[src/rtl/clkout_pkg.sv]
package clkout_pkg;
  localparam int DIV_W = 2;           // width of a rate code
  localparam int PH_W  = 1 << DIV_W;  // phase counter bits, covers slowest rate

  typedef enum logic [DIV_W-1:0] {
    RATE_FULL = 2'd0,
    RATE_HALF = 2'd1,
    RATE_QTR  = 2'd2,
    RATE_EIGH = 2'd3
  } rate_code_e;

  typedef enum logic [1:0] {
    ADDR_RATE = 2'd0,
    ADDR_ENAB = 2'd1,
    ADDR_XRAT = 2'd2
  } cfg_addr_e;
endpackage

[src/rtl/clkout_strap_timer.sv]
module clkout_strap_timer #(
  parameter int WIN_CYCLES = 32
) (
  input  logic clk,
  input  logic rst_n,
  output logic win_open
);
  localparam int CW = $clog2(WIN_CYCLES + 1);

  logic [CW-1:0] cnt_q;
  logic          done_q;

  always_ff @(posedge clk) begin
    if (!rst_n) begin
      cnt_q  <= '0;
      done_q <= 1'b0;
    end else if (!done_q) begin
      if (cnt_q == CW'(WIN_CYCLES - 1)) done_q <= 1'b1;
      else                              cnt_q  <= cnt_q + 1'b1;
    end
  end

  assign win_open = !done_q;

  // once closed the window never reopens
  a_r1_window_once: assert property (@(posedge clk) disable iff (!rst_n)
    !win_open |=> !win_open);
endmodule

[src/rtl/clkout_cfg.sv]
module clkout_cfg
  import clkout_pkg::*;
#(
  parameter int N_OUT = 10
) (
  input  logic                            clk,
  input  logic                            rst_n,
  input  logic                            win_open,
  input  logic [N_OUT-1:0]                pad_i,
  input  logic                            wr_en,
  input  logic [1:0]                      wr_addr,
  input  logic [N_OUT-1:0]                wr_data,
  output logic [N_OUT-1:0][DIV_W-1:0]     code,
  output logic [N_OUT-1:0]                en
);
  localparam int XI = N_OUT - 1;  // output with the extended divider

  logic [XI-1:0]    fast_q;
  logic [DIV_W-1:0] xcode_q;
  logic [N_OUT-1:0] en_q;

  always_ff @(posedge clk) begin
    if (!rst_n) begin
      fast_q  <= '1;
      xcode_q <= RATE_FULL;
      en_q    <= '1;
    end else if (win_open) begin
      fast_q  <= pad_i[XI-1:0];
      xcode_q <= pad_i[XI] ? RATE_FULL : RATE_HALF;
    end else if (wr_en) begin
      case (wr_addr)
        ADDR_RATE: begin
          fast_q  <= wr_data[XI-1:0];
          xcode_q <= wr_data[XI] ? RATE_FULL : RATE_HALF;
        end
        ADDR_ENAB: en_q    <= wr_data;
        ADDR_XRAT: xcode_q <= wr_data[DIV_W-1:0];
        default:   ;
      endcase
    end
  end

  genvar gi;
  generate
    for (gi = 0; gi < XI; gi++) begin : g_code
      assign code[gi] = fast_q[gi] ? RATE_FULL : RATE_HALF;
    end
  endgenerate
  assign code[XI] = xcode_q;
  assign en       = en_q;

  // settings stay put when no write arrives after the window
  a_r4_no_spurious: assert property (@(posedge clk) disable iff (!rst_n)
    (!win_open && !wr_en) |=> ($stable(fast_q) && $stable(xcode_q) && $stable(en_q)));
endmodule

[src/rtl/clkout_divider.sv]
module clkout_divider
  import clkout_pkg::*;
#(
  parameter int N_OUT = 10
) (
  input  logic                        clk,
  input  logic                        rst_n,
  input  logic [N_OUT-1:0][DIV_W-1:0] code,
  input  logic [N_OUT-1:0]            en,
  output logic [N_OUT-1:0]            clk_q
);
  logic [PH_W-1:0]             ph_q;
  logic [N_OUT-1:0]            act_en_q;
  logic [N_OUT-1:0][DIV_W-1:0] act_code_q;
  logic                        wrap;

  assign wrap = &ph_q;  // every divided clock is low in this phase

  always_ff @(posedge clk) begin
    if (!rst_n) begin
      ph_q       <= '0;
      act_en_q   <= '0;
      act_code_q <= '0;
    end else begin
      ph_q <= ph_q + 1'b1;
      if (wrap) begin
        act_en_q   <= en;
        act_code_q <= code;
      end
    end
  end

  // settings only move at the common wrap point
  a_r8_switch_at_wrap: assert property (@(posedge clk) disable iff (!rst_n)
    !wrap |=> ($stable(act_en_q) && $stable(act_code_q)));

  genvar gi;
  generate
    for (gi = 0; gi < N_OUT; gi++) begin : g_out
      always_ff @(posedge clk) begin
        if (!rst_n) clk_q[gi] <= 1'b0;
        else        clk_q[gi] <= act_en_q[gi] & ~ph_q[act_code_q[gi]];
      end

      // a disabled output stays low
      a_r6_disabled_low: assert property (@(posedge clk) disable iff (!rst_n)
        !act_en_q[gi] |=> !clk_q[gi]);

      // rising edges only leave an even phase
      a_r7_rise_aligned: assert property (@(posedge clk) disable iff (!rst_n)
        $rose(clk_q[gi]) |-> ph_q[0]);
    end
  endgenerate
endmodule

[src/rtl/clkout_ctrl.sv]
module clkout_ctrl
  import clkout_pkg::*;
#(
  parameter int N_OUT      = 10,
  parameter int WIN_CYCLES = 32
) (
  input  logic             clk,
  input  logic             rst_n,
  input  logic             ref_clk,
  input  logic             oe,
  input  logic             test_mode,
  input  logic             ref_sel,
  input  logic             wr_en,
  input  logic [1:0]       wr_addr,
  input  logic [N_OUT-1:0] wr_data,
  input  logic [N_OUT-1:0] pad_i,
  output logic [N_OUT-1:0] pad_o,
  output logic [N_OUT-1:0] pad_oe
);
  logic                        win_open;
  logic [N_OUT-1:0][DIV_W-1:0] code;
  logic [N_OUT-1:0]            en;
  logic [N_OUT-1:0]            div_clk;

  clkout_strap_timer #(.WIN_CYCLES(WIN_CYCLES)) u_timer (
    .clk      (clk),
    .rst_n    (rst_n),
    .win_open (win_open)
  );

  clkout_cfg #(.N_OUT(N_OUT)) u_cfg (
    .clk      (clk),
    .rst_n    (rst_n),
    .win_open (win_open),
    .pad_i    (pad_i),
    .wr_en    (wr_en),
    .wr_addr  (wr_addr),
    .wr_data  (wr_data),
    .code     (code),
    .en       (en)
  );

  clkout_divider #(.N_OUT(N_OUT)) u_div (
    .clk   (clk),
    .rst_n (rst_n),
    .code  (code),
    .en    (en),
    .clk_q (div_clk)
  );

  genvar gi;
  generate
    for (gi = 0; gi < N_OUT; gi++) begin : g_pad
      if (gi == 0) begin : g_bypass
        assign pad_o[gi] = (test_mode || ref_sel) ? ref_clk : div_clk[gi];
      end else begin : g_plain
        assign pad_o[gi] = test_mode ? ref_clk : div_clk[gi];
      end
    end
  endgenerate

  assign pad_oe = {N_OUT{oe & ~win_open}};
endmodule

[config.mk]
export PLATFORM = sky130hd
export DESIGN_NAME = clkout_ctrl
export DESIGN_NICKNAME = d
export VERILOG_FILES = /design/src/rtl/clkout_pkg.sv /design/src/rtl/clkout_strap_timer.sv /design/src/rtl/clkout_cfg.sv /design/src/rtl/clkout_divider.sv /design/src/rtl/clkout_ctrl.sv
export SDC_FILE = /design/constraint.sdc
export NUM_CORES = 1
export LEC_CHECK = 0
export ABC_AREA = 1
export BUFFER_PORTS_ARGS = -buffer_cell sky130_fd_sc_hd__buf_2
export CAP_MARGIN = 0
export CORE_MARGIN = 1
export CORE_UTILIZATION = 53
export DETAILED_ROUTE_END_ITERATION = 16
export PLACE_DENSITY = 0.77
export SLEW_MARGIN = 20
export SYNTH_ARGS = -nofsm -noshare
export SYNTH_HDL_FRONTEND = slang
export SYNTH_SLANG_ARGS = --single-unit
[constraint.sdc]
create_clock -name clk -period 1.55 [get_ports clk]
set_input_delay 0.0775 -clock clk [delete_from_list [all_inputs] [get_ports clk]]
set_output_delay 0.0775 -clock clk [all_outputs]
set_load 0.01 [all_outputs]
==> flow_summary.yaml, run 1 <==
outcome:
  status: "complete, no violations"
placed_design:
  placement.setup.worst_slack_ps: 214.1
  port_buffers: 48
  dpl.hpwl_mm: 4.000
  gp_routability_congestion: 0.8038
worst_hold_path:
  hold_path_depth: 3
  kind_of_path_behind_the_tightest_hold_check: "in2reg"
  min-delay-start: "pad_i[8]"
  hold-path-endpoint: "u_cfg.fast_q[8]$_SDFFE_PN1P_"
floorplan:
  die_y_um: 73.23
  std_cell_rows: 25
  die_w_um: 73.23
  starting_density_of_the_core_pct: 55.82
  total_die_area_um2: 5362
  core_area_um2: 4817
  io_pins: 49
timing:
  period_minus_slack_ps: 1371
  timing.slew.headroom_pct: 67.45
  hold_violations: 0
  setup_viol: 0
  drv_slew: 0
  rsz_0062_raised_after_global_routing: "no"
  timing.final.ws_setup_ps: 178.8
  fin_worst_skew_ps: 6.731
  tns_ps: 0
  layout_worst_path_cycle_share_pct: 88.47
  achievable-frequency_ghz: 0.7293
  worst_slew_pin_slew_ps: 487.5
power_and_ir_drop:
  cellInternalPower_w: 0.002732
  leakage_nw: 1.439
  power_density_nw_per_um2: 1077
  p_clk_share_pct: 46.3
  switching_fraction_pct: 21.73
  pwr-share-seq_pct: 47.8
  power.switching_w: 0.0007587
  worst_ir_drop_vdd_mv: 0.7167
  power.share.combinational_pct: 5.9
clock_network:
  total_clock_sinks: 63
  tritoncts: "built"
  cts.path.max_buffers: 2
  ctsRootBufferMaster: "clkbuf_8"
  cts.clk_slew.worst_paths_ps: 70
  numCtsBuffers: 9
  ctsHtreeMaxLevel: 3
  clk_latency_ps: 340
logic_synthesis:
  avgSynthCellArea_um2: 7.862
  synth_xor_area_share_pct: 0
  syn_area_um2: 2689
  synth_area_leader: "dfxtp_1"
  largest_family_of_logic_cells_by_synthesized_area: "simple AND/OR/NAND/NOR gates"
  synth_nets: 373
  ys_warn_count: 0
  syn-instance-count: 342
  synth_top_area_share_pct: 46.91
  yosys.area_share.adder_pct: 0.9307
  post_synth_main_area_contributors: "dfxtp_1 47%, nand2_1 10%, nand3_1 6.7%"
  synth-simple-area-share_pct: 24.62
  number_of_different_library_cells_in_the_post_synthesis_netlist: 28
  compound_gate_fraction_of_synth_area_pct: 16.94
  yosys-mux-area-fraction_pct: 0.4188
  synth_sequential_area_ratio_pct: 46.91
  ys_seq_elements: 63
final_layout:
  fillerInstances: 404
  drive_above_1_share_pct: 21.75
  number_of_antenna_cells_inserted: 0
  regArea_um2: 1261
  layout-area-overhead-vs-synth_pct: 20.57
  net_count_of_the_finished_layout: 426
  multi_input_area_um2: 1154
setup_path:
  cp.required_ps: 1780
  cp.buffers_inverters: 1
  cp-start-kind: "flip-flop"
  crit_slowest_cell: "dfxtp_1"
  critical_path_class: "reg2reg"
  worst-path-max-fanout: 13
  max_stage_delay_ps: 380
  ff2ff_setup_slack_ps: 180
  cp_top_family: "flip-flops"
  worst_ep_arrival_time_ps: 1600
  worstReg2RegEnd: "u_div.act_code_q[18]$_SDFFE_PN0P_"
  worst_setup_path_end_kind: "flip-flop"
  reg2reg_depth: 6
  timing.critical_path.cells: "ha_1, nand2_4, inv_4, nand2_2, o21ai_0, a21oi_1"
  crit-reg2reg-launch: "u_div.ph_q[0]$_SDFF_PN0_"
run:
  max-cap-violations: 0
route:
  avgViaCountPerCell: 5.131
  routedWlPerCell_um: 12.85
  first_pass_iteration_count_of_the_detailed_router: 4
  route.antenna.remaining_nets: 0
  drc_violations_left: 0
  detailroute.via_count: 2396
  iteration_0_drc_markers: 228
  routed_wirelength_mm: 6.001
grt:
  first_pass_grt_wire_length_mm: 9.839
  overflow: 0
  global_route_usage_over_all_layers_pct: 24.54
  grt_max_degree: 27
  first_global_vias: 2103
  antenna_found_initial: 0
-- flip-flops by register name (all words and copies together) (netlist names) --
name and flops:
u_div.act_en_q 10, u_div.ph_q 4, u_timer.cnt_q 6, u_cfg.fast_q 9
u_div.act_code_q 11, u_div.clk_q 10, u_cfg.en 10, u_timer.done_q 1
u_cfg.xcode_q 2
-- cells by family after synthesis --
kind of cell	Yosys count
and+or+nand+nor	144
AOI/OAI and AO/OA	80
muxes	1
DFF	63
adders and majority gates	2
buffers and inverters	52
-- worst max path at each step --
stage          slack (ps)  depth (start not counted)                           from                                 to
2_1_floorplan         370                          7  u_timer.cnt_q[0]$_SDFFE_PN0P_      u_timer.cnt_q[0]$_SDFFE_PN0P_
5_1_grt                90                          6       u_div.ph_q[0]$_SDFF_PN0_  u_div.act_code_q[18]$_SDFFE_PN0P_
3_5_place_dp          210                          6       u_div.ph_q[0]$_SDFF_PN0_  u_div.act_code_q[18]$_SDFFE_PN0P_
4_1_cts               160                          4      u_timer.done_q$_SDFF_PN0_                          pad_oe[3]
3_3_place_gp          230                          6       u_div.ph_q[0]$_SDFF_PN0_  u_div.act_code_q[18]$_SDFFE_PN0P_
6_report              180                          6       u_div.ph_q[0]$_SDFF_PN0_  u_div.act_code_q[18]$_SDFFE_PN0P_
-- cells in the final DEF (no fill, tap or decap), drive strengths merged --
cell	instances
a211oi	10
a21oi	29
buf	54
bufinv	2
clkbuf	13
clkinv	1
dfxtp	63
dlygate4sd3	13
ha	2
inv	27
mux2	1
nand2	81
nand3	36
nand4	4
nor2	17
nor3	2
o211ai	5
o21a	1
o21ai	35
or2	4
-- worst register-to-register path, cell delays in order (launching register included) --
cell	delay, ps
dfxtp_1	380
ha_1	240
nand2_4	100
inv_4	130
nand2_2	170
o21ai_0	180
a21oi_1	50
-- through the flow --
step	util, %	hold slack, ps	instances	power (W)	cell area, µm²
finish	67.30	10.74	467	0.003491	3242
global route	67.30	10.99	467	0.003585	3242
CTS	67.30	4.459	467	0.003496	3242
detailed placement	59.95	296.1	438	0.001883	2888
global placement	59.95	291.3	438	0.001879	2888
floorplan	-	190.7	342	0.001801	2689
-- metal layers --
metal | vias up | part of all wire [%] | track usage [%]
met3 | 9 | 5.1 | 7.044
met2 | 77 | 48 | 39.81
met4 | 0 | 1.3 | 6.536
met1 | 1069 | 46 | 31.97
met5 | - | 0 | 0
li1 | 1241 | - | -
-- area by class of cell --
cell class,instances,area share (%)
Clock inverter,3,2.007
Sequential cell,63,38.90
Tap cell,67,2.586
Clock buffer,13,4.902
Multi-Input combinational cell,227,35.58
Timing Repair Buffer,67,12.81
Inverter,27,3.203
-- synth_stat cells, drive strengths merged --
cell type / number
a211oi: 10
a21oi: 29
buf: 21
clkbuf: 4
dfxtp: 63
ha: 2
inv: 27
mux2: 1
nand2: 81
nand3: 36
nand4: 4
nor2: 17
nor3: 2
o211ai: 5
o21a: 1
o21ai: 35
or2: 4
-- power groups by stage --
stage	registers (W)	clock network [W]	logic, W
finish	0.00167	0.00162	0.000206
global route	0.00167	0.00168	0.000232
CTS	0.00167	0.00162	0.000204
detailed placement	0.00170	0	0.000179
global placement	0.00170	0	0.000175
floorplan	0.00170	0	0.000102
-- repair_timing --
item                      4_1_cts  5_1_grt
setup buffers                   0        0
hold buffers                   13        0
gates resized for setup         0        0
hold endpoints to repair       13        0
No activity file was read; power rests on OpenSTA's default activity.
==> inputs of run 2 (changes only) <==
--- a/config.mk
+++ b/config.mk
@@ -5,9 +5,8 @@
 export SDC_FILE = /design/constraint.sdc
 export NUM_CORES = 1
 export LEC_CHECK = 0
-export ABC_AREA = 1
 export BUFFER_PORTS_ARGS = -buffer_cell sky130_fd_sc_hd__buf_2
-export CAP_MARGIN = 0
+export CAP_MARGIN = 20
 export CORE_MARGIN = 1
 export CORE_UTILIZATION = 53
 export DETAILED_ROUTE_END_ITERATION = 16
==> run 2 against run 1 <==
Net effect:
- maximum frequency is 4.9% lower
- setup slack worse by 71 ps
- via count decreased by 5.0%
==> flow_summary.yaml, run 2 <==
setup_path:
  reg2reg_depth: 4
  cp.required_ps: 1470
  critical_path_class: "reg2out"
  worstReg2RegEnd: "u_timer.done_q$_SDFF_PN0_"
  worst_ep_arrival_time_ps: 1360
  ff2ff_setup_slack_ps: 220
  worst-path-max-fanout: 11
  crit-reg2reg-launch: "u_timer.cnt_q[0]$_SDFFE_PN0P_"
  cp-start-kind: "flip-flop"
  worst_setup_path_end_kind: "output pin"
placed_design:
  port_buffers: 48
  dpl.hpwl_mm: 3.882
  place.detailed.instances: 414
  gp_routability_congestion: 0.7973
logic_synthesis:
  synth_area_leader: "dfxtp_1"
  synthMostInstantiatedCell: "nand2_1"
  number_of_different_library_cells_in_the_post_synthesis_netlist: 40
  ys_warn_count: 0
  synth_ff_type: "dfxtp_1"
  synth_nets: 351
  ys_seq_elements: 63
  synth_sequential_area_ratio_pct: 46.97
  syn_area_um2: 2685
  synth_top_area_share_pct: 46.97
  async_flop_share_pct: 0
  post_synth_main_area_contributors: "dfxtp_1 47%, nand2_1 11%, a21oi_1 4.3%"
  synth_enable_flop_cells: 0
  syn-instance-count: 320
  avgSynthCellArea_um2: 8.391
  synth.cells.most_frequent: "77 x nand2_1, 63 x dfxtp_1, 23 x a21oi_1"
final_layout:
  layout-area-overhead-vs-synth_pct: 16.78
  finish.cell_count_without_fillers: 437
  largest_register_ffs: 11
  largest-register: "u_div.act_code_q"
  multi_input_area_um2: 1207
  net_count_of_the_finished_layout: 398
  regArea_um2: 1262
  number_of_antenna_cells_inserted: 0
  drive_above_1_share_pct: 20.54
  fillerInstances: 391
  layout_commonest_cell: "nand2_1"
  layout_common_cells: "77 x nand2_1, 62 x dfxtp_1, 48 x buf_2"
timing:
  rsz_0062_raised_after_global_routing: "no"
  timing.slew.headroom_pct: 70.42
  achievable-frequency_ghz: 0.6934
  layout_worst_path_cycle_share_pct: 93.04
  tns_ps: 0
  fin_worst_skew_ps: 8.112
  worst_slew_pin_slew_ps: 443.3
  setup_viol: 0
  hold_violations: 0
  period_minus_slack_ps: 1442
  drv_slew: 0
power_and_ir_drop:
  cellInternalPower_w: 0.002411
  switching_fraction_pct: 24.97
  pwr-share-seq_pct: 53.4
  power.share.combinational_pct: 9.4
  leakage_nw: 1.330
  power_density_nw_per_um2: 1025
  power.switching_w: 0.0008021
  worst_ir_drop_vdd_mv: 0.6418
  p_clk_share_pct: 37.2
floorplan:
  starting_density_of_the_core_pct: 56.10
  std_cell_rows: 25
  total_die_area_um2: 5355
  io_pins: 49
  die_w_um: 73.18
  die_y_um: 73.18
  core_area_um2: 4786
grt:
  first_pass_grt_wire_length_mm: 9.259
  overflow: 0
  global_route_usage_over_all_layers_pct: 23.12
  global_route.usage.met2_pct: 37.04
  use_met1_pct: 29.48
  globalRouteMet3Util_pct: 6.354
  first_global_vias: 2055
  grt_max_degree: 31
  grt.busiest_layer: "met2"
  antenna_found_initial: 0
route:
  detailroute.via_count: 2276
  route.antenna.remaining_nets: 0
  drc_violations_left: 0
  avgViaCountPerCell: 5.208
  first_pass_iteration_count_of_the_detailed_router: 4
  routedWlPerCell_um: 12.61
  routed_wirelength_mm: 5.512
  iteration_0_drc_markers: 137
clock_network:
  clk_latency_ps: 330
  ctsRootBufferMaster: "clkbuf_8"
  cts.clk_slew.worst_paths_ps: 70
  numCtsBuffers: 9
  cts.path.max_buffers: 2
  ctsHtreeMaxLevel: 3
  tritoncts: "built"
  post_cts_repair_setup_buffers: 0
  total_clock_sinks: 63
worst_hold_path:
  kind_of_path_behind_the_tightest_hold_check: "in2reg"
  min-delay-start: "wr_data[0]"
  hold-path-endpoint: "u_cfg.en[0]$_SDFFE_PN1P_"
  hold_path_depth: 3
outcome:
  status: "complete, no violations"
run:
  max-cap-violations: 0
==> run 2: power groups by stage <==
stage	logic (W)	registers [W]	clock network [W]
floorplan	0.000186	0.00174	0
global placement	0.000277	0.00175	0
CTS	0.000303	0.00171	0.00121
finish	0.000304	0.00172	0.00119
global route	0.000347	0.00172	0.00128
detailed placement	0.000285	0.00175	0
==> run 2: critical path, cell delays in order (launching register included) <==
cell,delay [ps]
dfxtp_2,410
buf_4,190
and2_1,250
buf_2,170
==> run 2: repair_timing <==
action | 4_1_cts | 5_1_grt
endpoints found under the setup margin | 10 | 0
hold buffers | 9 | 0
gates resized for setup | 1 | 0
hold endpoints to repair | 9 | 0
==> run 2: worst max-delay path by stage <==
stage | from | slack (ps) | depth (start not counted) | to
floorplan | u_timer.done_q$_SDFF_PN0_ | 220 | 4 | pad_oe[1]
global placement | u_timer.cnt_q[0]$_SDFFE_PN0P_ | 250 | 4 | u_timer.done_q$_SDFF_PN0_
detailed placement | u_timer.cnt_q[0]$_SDFFE_PN0P_ | 240 | 4 | u_timer.done_q$_SDFF_PN0_
CTS | u_timer.done_q$_SDFF_PN0_ | 90 | 3 | pad_oe[7]
global route | u_timer.done_q$_SDFF_PN0_ | 3 | 3 | pad_oe[2]
finish | u_timer.done_q$_SDFF_PN0_ | 110 | 3 | pad_oe[7]
==> run 2: stage by stage <==
stage               hold WS (ps)  worst slack (ps)  power (W)  util [%]  area, µm²
detailed placement         312.2             236.8   0.002036     60.24       2883
global route               19.95             2.573   0.003348     65.52       3136
floorplan                  201.7             218.9   0.001923         -       2685
finish                     15.34             107.8   0.003213     65.52       3136
global placement           311.5             254.2   0.002023     60.24       2883
CTS                        1.483             92.00   0.003229     65.52       3136
==> run 2: kinds of logic (layout without fill, tap and decap cells) <==
| logic type | Yosys count | in the layout | synth area share, % |
|---|---|---|---|
| AO/OA/AOI/OAI | 55 | 55 | 12.58 |
| XOR/XNOR | 2 | 2 | 0.6525 |
| adder cells (fa/ha/maj) | 2 | 2 | 0.9318 |
| buffers and inverters | 39 | 89 | 8.061 |
| flip-flops | 63 | 63 | 46.97 |
| multiplexers | 13 | 13 | 4.940 |
| AND/OR/NAND/NOR | 146 | 146 | 25.86 |
==> run 2: layout make-up <==
type,instances,area share [%]
clock buffers,10,4.389
multi-input cells,218,38.51
clock inverters,4,0.7582
repair buffers,63,11.97
flip-flops and latches,63,40.26
inverters,12,1.437
well taps,67,2.674
==> run 2: metal layers <==
metal / vias up / routed length [µm] / share of wire (%)
met2: 72 / 2523 / 46
met4: 0 / 73 / 1.3
met5: - / 0 / 0
li1: 1169 / - / -
met3: 7 / 283 / 5.1
met1: 1028 / 2631 / 48
==> inputs of run 3 (changes only) <==
--- a/config.mk
+++ b/config.mk
@@ -7,6 +7,7 @@
 export LEC_CHECK = 0
 export BUFFER_PORTS_ARGS = -buffer_cell sky130_fd_sc_hd__buf_2
 export CAP_MARGIN = 20
+export CORE_ASPECT_RATIO = 1.1
 export CORE_MARGIN = 1
 export CORE_UTILIZATION = 53
 export DETAILED_ROUTE_END_ITERATION = 16
==> run 3 against run 2 <==
Net effect:
- die area is essentially flat
- maximum frequency is 4.3% higher
- global-route usage shrank 1.6 points
- clock-buffer cell count up 2
- cell area up 0.36%
- core utilization is 0.74 points higher
- critical endpoint is now pad_oe[5]
- sequential share of layout area is 0.14 points lower
- register-to-register slack gained 40 ps
- combinational power barely moved
- critical path depth stayed put
- power grew 5.4%
==> flow_summary.yaml, run 3 (synthesis gave the netlist of run 2 again) <==
timing:
  fin_worst_skew_ps: 8.032
  rsz_0062_raised_after_global_routing: "no"
  tns_ps: 0
  timing.slew.headroom_pct: 68.28
  worst_slew_pin_slew_ps: 473.3
  timing.final.ws_setup_ps: 167.4
  achievable-frequency_ghz: 0.7233
  holdWs_ps: 18.09
  layout_worst_path_cycle_share_pct: 89.20
  period_minus_slack_ps: 1383
  hold_violations: 0
  setup_viol: 0
  drv_slew: 0
setup_path:
  worst-path-max-fanout: 13
  crit_start: "u_timer.done_q$_SDFF_PN0_"
  crit_slowest_cell: "dfxtp_2"
  worst_setup_path_end_kind: "output pin"
  timing.critical_path.cells: "buf_4, and2_2, buf_2"
  crit-reg2reg-launch: "u_timer.cnt_q[0]$_SDFFE_PN0P_"
  ff2ff_setup_slack_ps: 260
  cp.buffers_inverters: 2
  crit_cells: 3
  worstReg2RegEnd: "u_timer.done_q$_SDFF_PN0_"
  worst_ep_arrival_time_ps: 1310
  critical_path_class: "reg2out"
  reg2reg_depth: 4
  cp-start-kind: "flip-flop"
  cp.required_ps: 1470
  cp_top_family: "flip-flops"
  max_stage_delay_ps: 390
  worst_setup_path_endpoint: "pad_oe[5]"
placed_design:
  postPlaceCellArea_um2: 2869
  port_buffers: 48
  gp_routability_congestion: 0.7568
  placement.setup.worst_slack_ps: 260.7
  dpl.hpwl_mm: 3.777
final_layout:
  number_of_antenna_cells_inserted: 0
  fillerInstances: 418
  layout-area-overhead-vs-synth_pct: 17.19
  largest_register_ffs: 11
  layout_commonest_cell: "nand2_1"
  drive_above_1_share_pct: 20.33
  largest-register: "u_div.act_code_q"
  finish.instance_area_um2: 3147
  net_count_of_the_finished_layout: 398
  layout_common_cells: "77 x nand2_1, 62 x dfxtp_1, 48 x buf_2"
floorplan:
  core_area_um2: 4750
  die_w_um: 69.87
  total_die_area_um2: 5355
  starting_density_of_the_core_pct: 56.53
  std_cell_rows: 26
  io_pins: 49
  die_y_um: 76.65
route:
  wl_met2_mm: 2.491
  iteration_0_drc_markers: 131
  avgViaCountPerCell: 5.461
  wl_met3_um: 316
  routed.top_layer: "met4"
  route.antenna.remaining_nets: 0
  first_pass_iteration_count_of_the_detailed_router: 4
  drc_violations_left: 0
  routedWlPerCell_um: 12.93
  routed_wirelength_mm: 5.496
  drt-met1-wl_mm: 2.550
  detailroute.via_count: 2321
clock_network:
  clk_latency_ps: 330
  numCtsBuffers: 9
  tritoncts: "built"
  cts.clk_slew.worst_paths_ps: 60
  ctsRootBufferMaster: "clkbuf_8"
  cts.path.max_buffers: 2
  ctsHtreeMaxLevel: 3
  post_cts_repair_setup_buffers: 0
  total_clock_sinks: 63
outcome:
  status: "complete, no violations"
grt:
  grt_max_degree: 31
  first_global_vias: 2055
  global_route_usage_over_all_layers_pct: 21.53
  antenna_found_initial: 0
  overflow: 0
  first_pass_grt_wire_length_mm: 9.025
power_and_ir_drop:
  leakage_nw: 1.337
  worst_ir_drop_vdd_mv: 0.8735
  power_density_nw_per_um2: 1076
  design_power_total_w: 0.003386
run:
  max-cap-violations: 0
worst_hold_path:
  kind_of_path_behind_the_tightest_hold_check: "in2reg"
[run 3: changes by cell type in the layout (fill, tap and decap cells not counted)]
cell | previous run | this run
clkbuf_8 | 10 | 11
clkinv_2 | 3 | 0
and2_2 | 0 | 1
bufinv_16 | 0 | 1
clkinv_4 | 1 | 0
clkbuf_1 | 0 | 1
and2_1 | 2 | 1
[run 3: how the worst min path moves through the flow]
stage                                to  slack (ps)  depth (start not counted)       start
2_1_floorplan  u_cfg.en[0]$_SDFFE_PN1P_         200                          2  wr_data[0]
3_3_place_gp   u_cfg.en[2]$_SDFFE_PN1P_         310                          3  wr_data[2]
3_5_place_dp   u_cfg.en[2]$_SDFFE_PN1P_         300                          3  wr_data[2]
4_1_cts        u_cfg.en[1]$_SDFFE_PN1P_           9                          3  wr_data[1]
5_1_grt        u_cfg.en[1]$_SDFFE_PN1P_          40                          3  wr_data[1]
6_report       u_cfg.en[1]$_SDFFE_PN1P_          20                          3  wr_data[1]
[run 3: layout make-up]
class | instances | area [µm²] | area share (%)
clock inverters | 1 | 30.03 | 0.9543
inverters | 12 | 45.04 | 1.431
repair buffers | 63 | 375.4 | 11.93
clock buffers | 12 | 155.1 | 4.930
multi-input cells | 218 | 1209 | 38.41
flip-flops and latches | 63 | 1262 | 40.12
well taps | 56 | 70.07 | 2.227
[run 3: worst min-delay path, stage by stage]
cell     delay (ps)
buf_2           110
nand2_1          50
nand3_1          80
[run 3: metal layers]
layer | global-route usage [%] | vias up
li1 | - | 1166
met1 | 28.03 | 1062
met4 | 12.40 | 0
met2 | 33.56 | 81
met5 | 0 | -
met3 | 3.679 | 12
[run 3: power breakdown]
part	total [W]	leakage [nW]	internal [W]	switching (W)
clock network	0.00136	0.0944	0.000805	0.000559
logic	0.000307	0.730	0.000142	0.000165
registers	0.00172	0.513	0.00167	0.0000447
total	0.00339	1.34	0.00262	0.000768
[run 3: repair_timing]
action | 4_1_cts | 5_1_grt
hold endpoints to repair | 9 | 0
hold buffers | 9 | 0
gates cloned | 0 | 0
setup endpoints to repair | 10 | 4
resized for setup | 1 | 1
[run 3: per-stage QoR]
| stage | cells | utilization [%] |
|---|---|---|
| 2_1_floorplan | 320 | - |
| 3_3_place_gp | 403 | 60.41 |
| 3_5_place_dp | 403 | 60.41 |
| 4_1_cts | 425 | 66.23 |
| 5_1_grt | 425 | 66.25 |
| 6_report | 425 | 66.25 |
